File: src/rtl/sp_pkg.sv
package sp_pkg;
    typedef enum logic [1:0] {
        MODE_SHIFT   = 2'd0,
        MODE_ASYNC10 = 2'd1,
        MODE_CLK11   = 2'd2,
        MODE_OVF11   = 2'd3
    } sp_mode_e;

    localparam int FRAME_MAX = 11;

    function automatic logic [3:0] frame_len(input logic [1:0] mode);
        case (mode)
            2'd0:    frame_len = 4'd8;
            2'd1:    frame_len = 4'd10;
            default: frame_len = 4'd11;
        endcase
    endfunction
endpackage

File: src/rtl/sp_rate.sv
module sp_rate #(
    parameter int SHIFT_DIV = 12,
    parameter int FAST_DIV  = 16,
    parameter int SLOW_DIV  = 32,
    parameter int CNT_W     = 6
) (
    input  logic [1:0]       mode,
    input  logic             dbl_rate,
    input  logic             ovf_pulse,
    output logic             adv,
    output logic [CNT_W-1:0] div
);
    import sp_pkg::*;

    always_comb begin
        adv = (sp_mode_e'(mode) == MODE_SHIFT || sp_mode_e'(mode) == MODE_CLK11) ? 1'b1 : ovf_pulse;
        if (sp_mode_e'(mode) == MODE_SHIFT)
            div = CNT_W'(SHIFT_DIV);
        else
            div = dbl_rate ? CNT_W'(FAST_DIV) : CNT_W'(SLOW_DIV);
    end
endmodule

File: src/rtl/sp_tx.sv
module sp_tx #(
    parameter int CNT_W = 6
) (
    input  logic             clk,
    input  logic             rst_n,
    input  logic             start,
    input  logic [7:0]       data,
    input  logic [1:0]       mode,
    input  logic             adv,
    input  logic [CNT_W-1:0] div,
    output logic             txd,
    output logic             fin
);
    import sp_pkg::*;

    typedef struct packed {
        logic                 busy;
        logic [CNT_W-1:0]     acc;
        logic [3:0]           cnt;
        logic [FRAME_MAX-1:0] sh;
    } tx_state_t;

    tx_state_t st_d, st_q;

    always_comb begin
        st_d = st_q;
        fin  = 1'b0;
        if (start) begin
            st_d.busy = 1'b1;
            st_d.acc  = '0;
            st_d.cnt  = '0;
            if (sp_mode_e'(mode) == MODE_SHIFT)
                st_d.sh = {3'b111, data};
            else
                st_d.sh = {2'b11, data, 1'b0};
        end else if (st_q.busy && adv) begin
            if (st_q.acc == div - CNT_W'(1)) begin
                st_d.acc = '0;
                st_d.sh  = {1'b1, st_q.sh[FRAME_MAX-1:1]};
                st_d.cnt = st_q.cnt + 4'd1;
                if (st_q.cnt + 4'd1 == frame_len(mode)) begin
                    st_d.busy = 1'b0;
                    fin       = 1'b1;
                end
            end else begin
                st_d.acc = st_q.acc + CNT_W'(1);
            end
        end
    end

    always_ff @(posedge clk or negedge rst_n) begin
        if (!rst_n) begin
            st_q.busy <= 1'b0;
            st_q.acc  <= '0;
            st_q.cnt  <= '0;
            st_q.sh   <= '1;
        end else begin
            st_q <= st_d;
        end
    end

    assign txd = st_q.sh[0];
endmodule

File: src/rtl/sp_rx.sv
module sp_rx #(
    parameter int CNT_W = 6
) (
    input  logic             clk,
    input  logic             rst_n,
    input  logic             rxd,
    input  logic [1:0]       mode,
    input  logic             ren,
    input  logic             flag,
    input  logic             adv,
    input  logic [CNT_W-1:0] div,
    output logic             fin,
    output logic [7:0]       data
);
    import sp_pkg::*;

    typedef struct packed {
        logic             busy;
        logic             prev;
        logic [CNT_W-1:0] acc;
        logic [3:0]       cnt;
        logic [7:0]       dat;
    } rx_state_t;

    rx_state_t st_d, st_q;
    logic      is_shift;
    logic      go;

    always_comb begin
        st_d      = st_q;
        st_d.prev = rxd;
        fin       = 1'b0;
        is_shift  = (sp_mode_e'(mode) == MODE_SHIFT);
        go        = ren && (is_shift ? !flag : (st_q.prev && !rxd));
        if (!st_q.busy) begin
            if (go) begin
                st_d.busy = 1'b1;
                st_d.acc  = '0;
                st_d.cnt  = '0;
            end
        end else if (adv) begin
            if (st_q.acc == (div >> 1)) begin
                if (is_shift)
                    st_d.dat[st_q.cnt[2:0]] = rxd;
                else if (st_q.cnt >= 4'd1 && st_q.cnt <= 4'd8)
                    st_d.dat[3'(st_q.cnt - 4'd1)] = rxd;
            end
            if (st_q.acc == div - CNT_W'(1)) begin
                st_d.acc = '0;
                st_d.cnt = st_q.cnt + 4'd1;
                if (st_q.cnt + 4'd1 == frame_len(mode)) begin
                    st_d.busy = 1'b0;
                    fin       = 1'b1;
                end
            end else begin
                st_d.acc = st_q.acc + CNT_W'(1);
            end
        end
    end

    always_ff @(posedge clk or negedge rst_n) begin
        if (!rst_n) begin
            st_q.busy <= 1'b0;
            st_q.prev <= 1'b1;
            st_q.acc  <= '0;
            st_q.cnt  <= '0;
            st_q.dat  <= '0;
        end else begin
            st_q <= st_d;
        end
    end

    assign data = st_q.dat;
endmodule

File: src/rtl/mcu_serial_port.sv
module mcu_serial_port #(
    parameter int SHIFT_DIV = 12,
    parameter int FAST_DIV  = 16,
    parameter int SLOW_DIV  = 32
) (
    input  logic       clk,
    input  logic       rst_n,
    input  logic       wr_en,
    input  logic       wr_addr,
    input  logic [7:0] wr_data,
    input  logic       ovf_pulse,
    input  logic       dbl_rate,
    input  logic       rxd,
    output logic       txd,
    output logic [7:0] ctrl_rd,
    output logic [7:0] buf_rd
);
    localparam int CNT_W = $clog2(SLOW_DIV + 1);

    typedef struct packed {
        logic [7:0] ctrl;
        logic [7:0] rbuf;
    } top_state_t;

    top_state_t st_d, st_q;

    logic             adv;
    logic [CNT_W-1:0] div;
    logic             tx_fin, rx_fin, tx_start;
    logic [7:0]       rx_data;

    assign tx_start = wr_en && wr_addr;

    sp_rate #(
        .SHIFT_DIV(SHIFT_DIV), .FAST_DIV(FAST_DIV),
        .SLOW_DIV(SLOW_DIV), .CNT_W(CNT_W)
    ) u_rate (
        .mode(st_q.ctrl[7:6]), .dbl_rate(dbl_rate), .ovf_pulse(ovf_pulse),
        .adv(adv), .div(div)
    );

    sp_tx #(.CNT_W(CNT_W)) u_tx (
        .clk(clk), .rst_n(rst_n), .start(tx_start), .data(wr_data),
        .mode(st_q.ctrl[7:6]), .adv(adv), .div(div),
        .txd(txd), .fin(tx_fin)
    );

    sp_rx #(.CNT_W(CNT_W)) u_rx (
        .clk(clk), .rst_n(rst_n), .rxd(rxd), .mode(st_q.ctrl[7:6]),
        .ren(st_q.ctrl[4]), .flag(st_q.ctrl[0]), .adv(adv), .div(div),
        .fin(rx_fin), .data(rx_data)
    );

    always_comb begin
        st_d = st_q;
        if (wr_en && !wr_addr)
            st_d.ctrl = wr_data;
        if (tx_fin)
            st_d.ctrl[1] = 1'b1;
        if (rx_fin) begin
            st_d.ctrl[0] = 1'b1;
            st_d.rbuf    = rx_data;
        end
    end

    always_ff @(posedge clk or negedge rst_n) begin
        if (!rst_n)
            st_q <= '0;
        else
            st_q <= st_d;
    end

    assign ctrl_rd = st_q.ctrl;
    assign buf_rd  = st_q.rbuf;
endmodule

File: config.mk
export PLATFORM = sky130hd
export DESIGN_NAME = mcu_serial_port
export DESIGN_NICKNAME = d
export VERILOG_FILES = /design/src/rtl/sp_pkg.sv /design/src/rtl/sp_rate.sv /design/src/rtl/sp_tx.sv /design/src/rtl/sp_rx.sv /design/src/rtl/mcu_serial_port.sv
export SDC_FILE = /design/constraint.sdc
export NUM_CORES = 1
export LEC_CHECK = 0
export ABC_AREA = 1
export BUFFER_PORTS_ARGS = -buffer_cell sky130_fd_sc_hd__buf_2
export CELL_PAD_IN_SITES_DETAIL_PLACEMENT = 1
export CELL_PAD_IN_SITES_GLOBAL_PLACEMENT = 2
export CORE_ASPECT_RATIO = 1.5
export CORE_MARGIN = 5
export CORE_UTILIZATION = 39
export CTS_BUF_LIST = sky130_fd_sc_hd__clkbuf_8
export CTS_CLUSTER_DIAMETER = 80
export CTS_CLUSTER_SIZE = 30
export DETAILED_ROUTE_END_ITERATION = 10
export PLACE_DENSITY_LB_ADDON = 0.1
export SYNTH_ARGS = -nofsm -noshare
export SYNTH_HDL_FRONTEND = slang
export SYNTH_SLANG_ARGS = --single-unit
export TNS_END_PERCENT = 10
File: constraint.sdc
create_clock -name clk -period 3.15 [get_ports clk]
set_clock_uncertainty 0.1 [all_clocks]
set_input_delay 0.7875 -clock clk [delete_from_list [all_inputs] [get_ports clk]]
set_output_delay 0.7875 -clock clk [all_outputs]
set_load 0.03 [all_outputs]
; Word level (Yosys, flattened, before mapping)
; Index checks and enable logic that the tools add are counted.
[word_totals]
reg_bits = 58
latch_bits = 0
mem_bits_rw = 0
romBits = 0
in_bits = 15
output_inout_bits = 17
word_cells = 107
mem_count = 0
[classes]
add_sub_neg = 6
n_mul = 0
div = 0
n_lt_le_gt_ge = 6
n_eq_ne = 9
shifts = 0
muxes = 48
bitwise = 0
reduce_logical = 25
[op_table]
columns = op, n
row1 = 2-to-1 mux 22 bit, 2
row2 = 2-to-1 mux 4 bit, 7
row3 = 2-to-1 mux 6 bit, 4
row4 = 2-to-1 mux 8 bit, 3
row5 = 2-to-1 mux 1 bit, 20
row6 = 2-to-1 mux 10 bit, 2
row7 = 2-to-1 mux 18 bit, 1
row8 = 2-to-1 mux 9 bit, 2
row9 = bitwise mux 8 bit, 2
row10 = 2-to-1 mux 15 bit, 1
row11 = nonzero test 2 bit, 7
row12 = adder 6 x 1 -> 6 bit (second input constant), 2
row13 = == test 6 bit, 2
row14 = adder 4 x 1 -> 4 bit (second input constant), 2
row15 = == test 4 bit, 2
row16 = logical AND 1 bit, 8
row17 = < comparator 3 x 4 -> 1 bit (second input constant), 2
row18 = demux 1 bit (select 3 bit), 2
row19 = == test 6 x 5 -> 1 bit, 1
row20 = >= comparator 3 x 1 -> 1 bit (second input constant), 2
row21 = AND reduction 3 bit, 2
row22 = subtractor 6 x 1 -> 6 bit (second input constant), 1
row23 = >= comparator 4 x 1 -> 1 bit (second input constant), 1
row24 = <= comparator 4 bit (second input constant), 1
row25 = other kinds (11), 15

; Depth between registers and ports, before layout
[depth]
word_depth = 13
mapped_depth = 12
mapped_depth_nobuf = 11

; Hierarchy
; Synthesis repeated with hierarchy kept, for this count alone.
[unflattened]
cells_unflattened = 523
area_unflattened_um2 = 3881.2
[modules_own_cells]
columns = module, instances, cells_each, area_per_inst_um2
row1 = sp_rx, 1, 243, 1790.5
row2 = sp_tx, 1, 198, 1377.6
row3 = mcu_serial_port, 1, 72, 661.9
row4 = sp_rate, 1, 10, 51.3

; Least setup slack after synthesis
; OpenSTA, ideal clock, no wires.
[synth_timing]
path_type = reg2reg
from = reg u_rx.st_q[8] in the netlist's numbering
to = reg st_q (netlist bit buf_rd[0])
setup_ns = 0.118
arrival_time_ns = 1.953
slack_ns = 0.979
stages_incl_launch_ff = 12
n_path_buf = 1
period_less_slack_ns = 2.171
path_cell_list = dfrtp_1 -> inv_2 -> clkbuf_1 -> ha_1 -> inv_1 -> nand2_1 -> nand2_4 -> nand3_4 -> nor2_8 -> nand3_4 -> nand2_1 -> nand2_1
[synth_via]
elab_chain_cells = 6
[synth_rtl]
columns = item, line_no
row1 = start: declaration, sp_rx.sv:25  ; rx_state_t st_d, st_q;
row2 = start signal: assignment, sp_rx.sv:69  ; st_q <= st_d;
row3 = adder 4 x 1 -> 4 bit, sp_rx.sv:51  ; if (st_q.cnt + 4'd1 == frame_len(mode)) begin
row4 = == test 4 bit, sp_rx.sv:51
row5 = 2-to-1 mux 1 bit, sp_rx.sv:51
row6 = 2-to-1 mux 1 bit, sp_rx.sv:48  ; if (st_q.acc == div - CNT_W'(1)) begin
row7 = 2-to-1 mux 1 bit, sp_rx.sv:41  ; end else if (adv) begin
row8 = 2-to-1 mux 1 bit, sp_rx.sv:35  ; if (!st_q.busy) begin
row9 = end signal: assignment, mcu_serial_port.sv:70  ; st_q <= st_d;
row10 = end: declaration, mcu_serial_port.sv:25  ; top_state_t st_d, st_q;
; No other way between the ends.
; A chain may end at the register's enable or synchronous reset.

; Worst setup path in the final report
[layout_timing]
from = reg u_rx.st_q[9] in the netlist's numbering
to = reg st_q (netlist bit buf_rd[1])
; The elaborated chain is that of the path after synthesis.

==> key figures <==
Run status
  • Status: completed

Run
  • MaxCap Viol Count: 0

Clock network
  • Post-CTS Setup Inserts: 0
  • CTS buffer count: 5
  • Worst-path clk slew: 0.10 ns
  • Root Buffer: clkbuf_8
  • CTS sink count: 56
  • Resized cells post-CTS: 0
  • Clock Latency Late Sink: 0.32 ns
  • H-tree Lvls: 2
  • Hold Buf Count CTS: 0
  • CTS max path bufs: 2
  • CTS tree: done

Setup path
  • Critical-path maximum fanout: 10
  • Crit path kind: reg -> reg
  • R2R cell count: 10
  • Setup crit start kind: register
  • FF-to-FF Start: u_rx.st_q[9]$_DFFE_PN0P_
  • R2r setup slk: 0.85 ns
  • Reg-to-reg endpoint: buf_rd[1]$_DFFE_PN0P_
  • CP Capture Type: register
  • Crit path required time: 3.27 ns
  • Most frequent CP cell: nand2_1
  • Slowest CP cell: dfrtp_1
  • Worst path max stage delay: 0.50 ns
  • Crit-path cells: inv_1, ha_1, inv_1, nand2_1, nand2_4, nand3_4, nor2_8, nand3_4, nand2_1, nand2_1
  • Worst Path Arrival: 2.42 ns

GRT
  • Initial antenna violation count: 0
  • GRT Total Usage: 18.2%
  • Remaining Overflow, GRT: 0
  • Largest net degree at the start of global routing: 57
  • Vias in the first global route: 3278
  • First-pass GRT wire length: 16100 um

Floorplan
  • Row count: 42
  • Die H: 126 um
  • Core Region: 8780 sq um
  • Die Span X: 87.2 um
  • Ports: 32
  • Die area: 11000 sq um
  • Starting density of the core: 39.8%

Synth
  • Synth async-reset ratio: 100%
  • Yosys Warn Count: 0
  • Mapped cell area: 3490 sq um
  • Number of synthesized flops with an enable pin: 0
  • Post-synthesis sequential area ratio: 40.5%
  • Ranking of synthesized cells by area: dfrtp_1 (33%), nand2_1 (15%), nand3_1 (7.9%)
  • Register bit count reported by yosys: 56
  • Top cell type's share of synthesized area: 33.0%
  • Mapped Nets: 477
  • Yosys cell types: 35
  • Avg Inst Size Synth: 7.65 sq um
  • Area leader, netlist: dfrtp_1
  • Predominant post-synthesis flop cell: dfrtp_1
  • Cell count after synthesis: 456

Timing
  • Setup violators final: 0
  • Post-route minimum period: 2.30 ns
  • Final WS setup: 0.851 ns
  • Worst slew pin tran: 0.740 ns
  • Final setup TNS: 0 ns
  • Fmax achieved: 435 MHz
  • RSZ-0062 raised after global routing: no
  • Hold Violations, Final: 0
  • Final period utilization: 73.0%
  • Final Max Slew Viols: 0
  • Max_slew headroom: 50.7%

Drt
  • Remaining antenna violation count: 0
  • Met2 wire len: 5080 um
  • DR WL met3: 219 um
  • DRT Wirelength: 9530 um
  • Avg WL per Cell: 16.2 um
  • Drt first pass iters: 4
  • DRT iter0 DRCs: 99
  • Vias: 3078
  • Top Layer Used: met4
  • DRC: 0
  • Vias per cell: 5.22
  • WL met1: 4010 um

Placement
  • Port bufs: 31
  • RD Place Congestion: 0.819
  • Place WS: 0.848 ns
  • Hpwl dp: 7250 um

Pwr
  • Pwr dens: 698 nW/um^2
  • Leakage Power: 0.00195 uW
  • Peak supply drop: 0.256 mV

Min path
  • Hold Path Depth: 2
  • WHS Endpoint: u_tx.st_q[7]$_DFFE_PN1P_
  • HP Class: reg -> reg
  • HP Start: u_tx.st_q[7]$_DFFE_PN1P_

Finish
  • Area delta synth->final: 8.82%
  • Layout cells sized above 1: 17.9%
  • Final #Nets: 500
  • N_diodes: 0
  • # fillers: 1130
  • Most frequent cells in the layout: nand2_1 (139), nand3_1 (55), dfrtp_1 (46), nor2_1 (34), inv_1 (32)
  • Sequential cell area: 1410 sq um
  • Commonest non-fill, non-tap cell in the layout: nand2_1
  • Multi-input combinational cell area: 1810 sq um
## per-layer routing
layer | up-vias | track usage (%)
li1 | 1533 | -
met1 | 1497 | 21.6
met2 | 34 | 33.1
met3 | 14 | 2.61
met4 | 0 | 5.96
met5 | - | 0
## cells by family after synthesis
kind of cell	count (synthesis)	share of synthesized area, %
buffers and inverters	56	7.57
XOR/XNOR	14	3.73
multiplexers	5	1.61
AND/OR/NAND/NOR	278	38.0
AO/OA/AOI/OAI	41	6.38
adder cells (fa/ha/maj)	6	2.15
flip-flops	56	40.5
## cell usage after synthesis, types with 4 or more instances
cell	n
dfstp_2	10
nand3b_1	8
a21oi_1	9
inv_2	5
nor2_2	5
o21ai_0	16
o22ai_1	9
nand3_1	55
o21ai_1	5
nor2_1	34
buf_4	4
nand2_2	4
nand4_1	17
inv_1	30
clkbuf_1	8
xor2_1	8
dfrtp_1	46
nand2_1	139
ha_1	6
buf_2	4
xnor2_1	5
mux2_2	5
## report_power, final
group	leakage, uW	internal [uW]	switching [uW]
sequential	0.000703	876	155
combinational	0.00119	362	781
clock	0.0000607	232	245
total	0.00195	1470	1180
## worst max path at each step
stage	from	endpoint	slack, ns	cells past startpoint
floorplan	u_rx.st_q[8]$_DFFE_PN0P_	buf_rd[0]$_DFFE_PN0P_	0.98	11
global placement	u_rx.st_q[9]$_DFFE_PN0P_	buf_rd[1]$_DFFE_PN0P_	0.90	10
detailed placement	u_rx.st_q[9]$_DFFE_PN0P_	buf_rd[1]$_DFFE_PN0P_	0.85	10
CTS	u_rx.st_q[9]$_DFFE_PN0P_	buf_rd[1]$_DFFE_PN0P_	0.78	10
global route	u_rx.st_q[9]$_DFFE_PN0P_	buf_rd[3]$_DFFE_PN0P_	0.64	10
finish	u_rx.st_q[9]$_DFFE_PN0P_	buf_rd[1]$_DFFE_PN0P_	0.85	10
## area by class of cell
| type | instances | area share (%) |
|---|---|---|
| Clock buffer | 5 | 1.81 |
| Clock inverter | 3 | 0.988 |
| Timing Repair Buffer | 36 | 5.07 |
| Sequential cell | 56 | 37.2 |
| Multi-Input combinational cell | 344 | 47.7 |
| Inverter | 36 | 3.56 |
| Tap cell | 110 | 3.62 |
## worst max-delay path: cells and delay by family, from the launching register on
family        cells  cell delay (ns)
simple gates      7             0.82
flops             1             0.50
fa+ha+maj         1             0.43
buf+inv           2             0.34
## per-stage QoR
step	cells	area [sq um]	power [uW]	util, %	hold slack, ns
after floorplan	456	3490	1880	-	0.342
after global placement	582	3690	2180	42.1	0.348
after detailed placement	582	3690	2190	42.1	0.355
after CTS	590	3800	2680	43.3	0.370
after global routing	590	3800	2860	43.3	0.383
final	590	3800	2650	43.3	0.370
(Power assumes the default switching activity.)
